`src/rtl/fault_alert_pkg.sv`:
```
package fault_alert_pkg;
  // Strobes from the control half to the datapath half
  typedef struct packed {
    logic goIdle;        // enable low: force idle
    logic clearLatches;  // status word written
  } dpCtrl_t;
endpackage

```
`src/rtl/fault_alert_dp.sv`:
```
module fault_alert_dp
  import fault_alert_pkg::*;
#(
  parameter int NUM_CH = 4
) (
  input  logic              clk,
  input  logic              rstN,
  input  dpCtrl_t           ctrl,
  input  logic              stuckPulse,
  input  logic              connFailPulse,
  input  logic [NUM_CH-1:0] chAlertN,
  output logic [NUM_CH-1:0] chLive,
  output logic              chLatch,
  output logic              stuckLatch,
  output logic              connLatch,
  output logic              faultEvent
);
  logic [NUM_CH-1:0] chFall;
  logic              anyFall;

  // A channel falls when its last sample was high and the pin is now low
  assign chFall  = chLive & ~chAlertN;
  assign anyFall = (|chFall) & ~ctrl.goIdle;

  assign faultEvent = ~ctrl.goIdle & (stuckPulse | connFailPulse | anyFall);

  always_ff @(posedge clk or negedge rstN) begin
    if (!rstN) begin
      chLive     <= '1;
      chLatch    <= 1'b0;
      stuckLatch <= 1'b0;
      connLatch  <= 1'b0;
    end else if (ctrl.goIdle) begin
      chLive     <= '1;
      chLatch    <= 1'b0;
      stuckLatch <= 1'b0;
      connLatch  <= 1'b0;
    end else begin
      chLive     <= chAlertN;
      // set wins over clear so no event is lost
      chLatch    <= (chLatch    & ~ctrl.clearLatches) | anyFall;
      stuckLatch <= (stuckLatch & ~ctrl.clearLatches) | stuckPulse;
      connLatch  <= (connLatch  & ~ctrl.clearLatches) | connFailPulse;
    end
  end
endmodule

```
`src/rtl/fault_alert_ctrl.sv`:
```
module fault_alert_ctrl
  import fault_alert_pkg::*;
(
  input  logic    clk,
  input  logic    rstN,
  input  logic    enable,
  input  logic    araSeen,
  input  logic    addrHit,
  input  logic    statWrite,
  input  logic    faultEvent,
  output dpCtrl_t ctrl,
  output logic    alertActive,
  output logic    araReplyReq
);
  logic replyNow;
  logic releaseNow;

  assign ctrl.goIdle       = ~enable;
  assign ctrl.clearLatches = enable & statWrite;

  // Only answer the response address while this unit holds the line
  assign replyNow   = enable & araSeen & alertActive;
  assign releaseNow = replyNow | addrHit | statWrite;

  always_ff @(posedge clk or negedge rstN) begin
    if (!rstN) begin
      alertActive <= 1'b0;
      araReplyReq <= 1'b0;
    end else if (!enable) begin
      alertActive <= 1'b0;
      araReplyReq <= 1'b0;
    end else begin
      araReplyReq <= replyNow;
      if (faultEvent)      alertActive <= 1'b1;
      else if (releaseNow) alertActive <= 1'b0;
    end
  end
endmodule

```
`src/rtl/fault_alert_unit.sv`:
```
module fault_alert_unit
  import fault_alert_pkg::*;
#(
  parameter int NUM_CH = 4
) (
  input  logic                clk,
  input  logic                rstN,
  input  logic                enable,
  input  logic                stuckPulse,
  input  logic                connFailPulse,
  input  logic [NUM_CH-1:0]   chAlertN,
  input  logic                araSeen,
  input  logic                addrHit,
  input  logic                statWrite,
  output logic                alertN,
  output logic [NUM_CH+3:0]   statusReg,
  output logic                araReplyReq
);
  dpCtrl_t           ctrl;
  logic              faultEvent;
  logic              alertActive;
  logic [NUM_CH-1:0] chLive;
  logic              chLatch, stuckLatch, connLatch;

  fault_alert_ctrl u_ctrl (
    .clk        (clk),
    .rstN       (rstN),
    .enable     (enable),
    .araSeen    (araSeen),
    .addrHit    (addrHit),
    .statWrite  (statWrite),
    .faultEvent (faultEvent),
    .ctrl       (ctrl),
    .alertActive(alertActive),
    .araReplyReq(araReplyReq)
  );

  fault_alert_dp #(.NUM_CH(NUM_CH)) u_dp (
    .clk          (clk),
    .rstN         (rstN),
    .ctrl         (ctrl),
    .stuckPulse   (stuckPulse),
    .connFailPulse(connFailPulse),
    .chAlertN     (chAlertN),
    .chLive       (chLive),
    .chLatch      (chLatch),
    .stuckLatch   (stuckLatch),
    .connLatch    (connLatch),
    .faultEvent   (faultEvent)
  );

  assign alertN    = ~alertActive;
  assign statusReg = {alertActive, connLatch, stuckLatch, chLatch, chLive};
endmodule

```
`config.mk`:
```
export PLATFORM = sky130hd
export DESIGN_NAME = fault_alert_unit
export DESIGN_NICKNAME = d
export VERILOG_FILES = /design/src/rtl/fault_alert_pkg.sv /design/src/rtl/fault_alert_dp.sv /design/src/rtl/fault_alert_ctrl.sv /design/src/rtl/fault_alert_unit.sv
export SDC_FILE = /design/constraint.sdc
export NUM_CORES = 1
export LEC_CHECK = 0
export BUFFER_PORTS_ARGS = -buffer_cell sky130_fd_sc_hd__buf_2
export CORE_AREA = 5 5 42 44
export CTS_CLUSTER_DIAMETER = 40
export DETAILED_ROUTE_END_ITERATION = 16
export DIE_AREA = 0 0 47 49
export PLACE_DENSITY = 0.56
export SETUP_SLACK_MARGIN = 0.4
export SLEW_MARGIN = 5
export SYNTH_ARGS = -nofsm -noshare
export SYNTH_HDL_FRONTEND = slang
export SYNTH_SLANG_ARGS = --single-unit
```
`constraint.sdc`:
```
create_clock -name clk -period 1.25 [get_ports clk]
set_clock_uncertainty 0.05 [all_clocks]
set_input_delay 0.25 -clock clk [delete_from_list [all_inputs] [get_ports clk]]
set_output_delay 0.25 -clock clk [all_outputs]
set_load 0.02 [all_outputs]
```
==> impl_metrics.yaml <==
run_status:
  status: "completed"
pwr:
  total_power_uw: 676
  vdd_drop_max_v: 0.000429
  leakage_nw: 0.286
  power_density_nw_per_um2: 1130
sta:
  rsz0062_at_grt: "true"
  final.setup.tns_ps: 0
  hold_viol: 0
  final.period_utilization_pct: 97.0
  report.final.slew_viol_count: 0
  fin_crit_ps: 1210
  maxSlewHeadroom_pct: 82.9
  worst_pin_slew_ps: 254
  max_freq_mhz: 825
  finalWorstSetupSlack_ps: 38.1
  setup_violations: 0
logic_synthesis:
  yosysWarnings: 0
  syn_area_um2: 385
  syn_inst: 32
  syn_avg_cell_area_um2: 12.0
  synth_seq_cells: 9
  synth_nets: 44
  yosysSeqAreaShare_pct: 59.7
  synth_top_cell_area_share_pct: 32.5
  synth_flop_cell: "dfrtp_1"
  synth.distinct_cells: 12
  synthTopCellsByCount: "nand2b_1, dfrtp_1, buf_4, dfstp_2"
  synth_edf_count: 0
  yosys.area.top_type: "dfrtp_1"
  yosysMostFrequentCell: "nand2b_1"
  synth_area_leaders: "dfrtp_1, dfstp_2, nand2b_1"
  async_flop_share_pct: 100
floorplan:
  die_area_um2: 2300
  start_util_pct: 27.5
  io_pins: 22
  core_area_um2: 1400
  die_h_um: 49
  num_rows: 14
  die_x_um: 47
global_route:
  antenna_found_initial: 0
  grt_pass1_wl_mm: 1.37
  grt_pass1_vias: 333
  grt_overflow: 0
  grt_max_degree: 10
  track_usage_pct: 8.47
critical_path:
  critPathArrivalTime_ps: 910
  critical_path_class: "register to output pin"
  start_kind: "register"
  critical-path-top-delay-family: "flip-flops"
  crit_start: "u_dp.chLive[1]"
  r2r_setup_slack_ps: 110
  reg2regPathDepth: 3
  critPathSlowestCell: "dfstp_2"
  cp-end-kind: "output pin"
  cp_slowest_stage_delay_ps: 540
  cp.depth: 1
  cp_num_buf_inv: 1
  path_cells: "buf_6"
  regToRegStartpoint: "u_dp.chLive[0]"
  cp-endpoint: "statusReg[1]"
  crit_fanout: 2
  r2r-end: "u_ctrl.alertActive"
  critPathRequiredTime_ps: 950
layout:
  num-nets-final: 68
  fill_cells: 144
  layout-drive-gt1-share_pct: 60.0
  syn_to_final_growth_pct: 55.8
  antenna_cells: 0
  finalInstanceArea_um2: 601
  stdcell_count: 71
placement:
  io_buffers: 21
  routabilityCongestion: 0.623
  postPlaceCellArea_um2: 480
  dp_worst_setup_slack_ps: 84.8
  place_inst: 65
clock_tree:
  path_clk_slew_ps: 60
  htree_levels: 1
  cts_root_buffer: "clkbuf_4"
  tritoncts.num_buffers: 3
  clkSinkCount: 9
  cts_tree: "built"
  clk_path_buf_depth: 2
  clk_latency_ps: 250
routing:
  dr.pass1.iters: 4
  dr.first_iter.drc_count: 1
  wl_um: 810
  vias: 314
  drc: 0
  wl_per_cell_um: 11.4
  antenna_left: 0
  vias_per_cell: 4.42
flow_run:
  maxCapViolations: 0
min_path:
  min_path_type: "input port to register"
-- cell type report --
| type | instances | area, µm² | area share, % |
|---|---|---|---|
| flip-flops and latches | 9 | 230 | 38.3 |
| repair buffers | 23 | 185 | 30.8 |
| multi-input cells | 17 | 131 | 21.9 |
| clock buffers | 4 | 26.3 | 4.38 |
| well taps | 16 | 20.0 | 3.33 |
| inverters | 2 | 7.51 | 1.25 |
-- layout by cell type, fill, tap and decap left out, types with 2 or more instances in the layout --
cell type,instances
o21a_1,3
dfstp_2,4
inv_2,2
buf_2,11
nand2b_1,7
clkbuf_4,3
buf_6,10
dfrtp_1,5
nor2b_1,2
-- per-layer routing --
metal  routed length [µm]  vias to the layer above  track usage, %
met5                    0                        -               0
met2                  482                        9            13.8
li1                     -                      150               -
met3                   55                        0            3.32
met4                    0                        0            5.53
met1                  273                      155            8.41
-- per-stage QoR --
| stage | hold slack (ps) | utilization (%) |
|---|---|---|
| 6_report | 145 | 42.9 |
| 5_1_grt | 145 | 42.9 |
| 4_1_cts | 135 | 41.8 |
| 3_5_place_dp | 63.3 | 34.3 |
| 3_3_place_gp | 60.1 | 34.3 |
| 2_1_floorplan | -95.6 | - |
-- timing repair --
item	4_1_cts	5_1_grt
hold endpoints to repair	5	0
pin swaps	1	0
buffers inserted	0	1
setup endpoints to repair	12	14
gates cloned	0	0
hold buffers	1	0
gates resized for setup	22	2
-- cell families after synthesis --
logic type / Yosys count / synth area share [%]
simple gates: 12 / 19.5
compound gates: 5 / 11.0
buf+inv: 6 / 9.74
flops: 9 / 59.7
-- how the worst min path moves through the flow --
stage | start | end | slack [ps] | depth (start not counted)
after floorplan | rstN | u_ctrl.alertActive | -100 | 0
after global placement | rstN | u_dp.chLatch | 60 | 1
after detailed placement | rstN | u_dp.chLatch | 60 | 1
after CTS | chAlertN[3] | u_dp.chLive[3] | 140 | 2
after global routing | chAlertN[1] | u_dp.chLive[1] | 140 | 2
final | chAlertN[3] | u_dp.chLive[3] | 140 | 2
-- where the power goes --
| group | internal, mW | switching (mW) | total (mW) | leakage, nW |
|---|---|---|---|---|
| registers | 0.313 | 0.0117 | 0.325 | 0.105 |
| logic | 0.0694 | 0.0604 | 0.130 | 0.167 |
| clock network | 0.123 | 0.0983 | 0.221 | 0.0150 |
-- flip-flops by register name, indices dropped and copies added, names as in the netlist --
| name | flops |
|---|---|
| u_dp.chLive | 4 |
| u_dp.connLatch | 1 |
| u_dp.stuckLatch | 1 |
| u_ctrl.alertActive | 1 |
| u_ctrl.araReplyReq | 1 |
| u_dp.chLatch | 1 |
(Power assumes the default switching activity.)
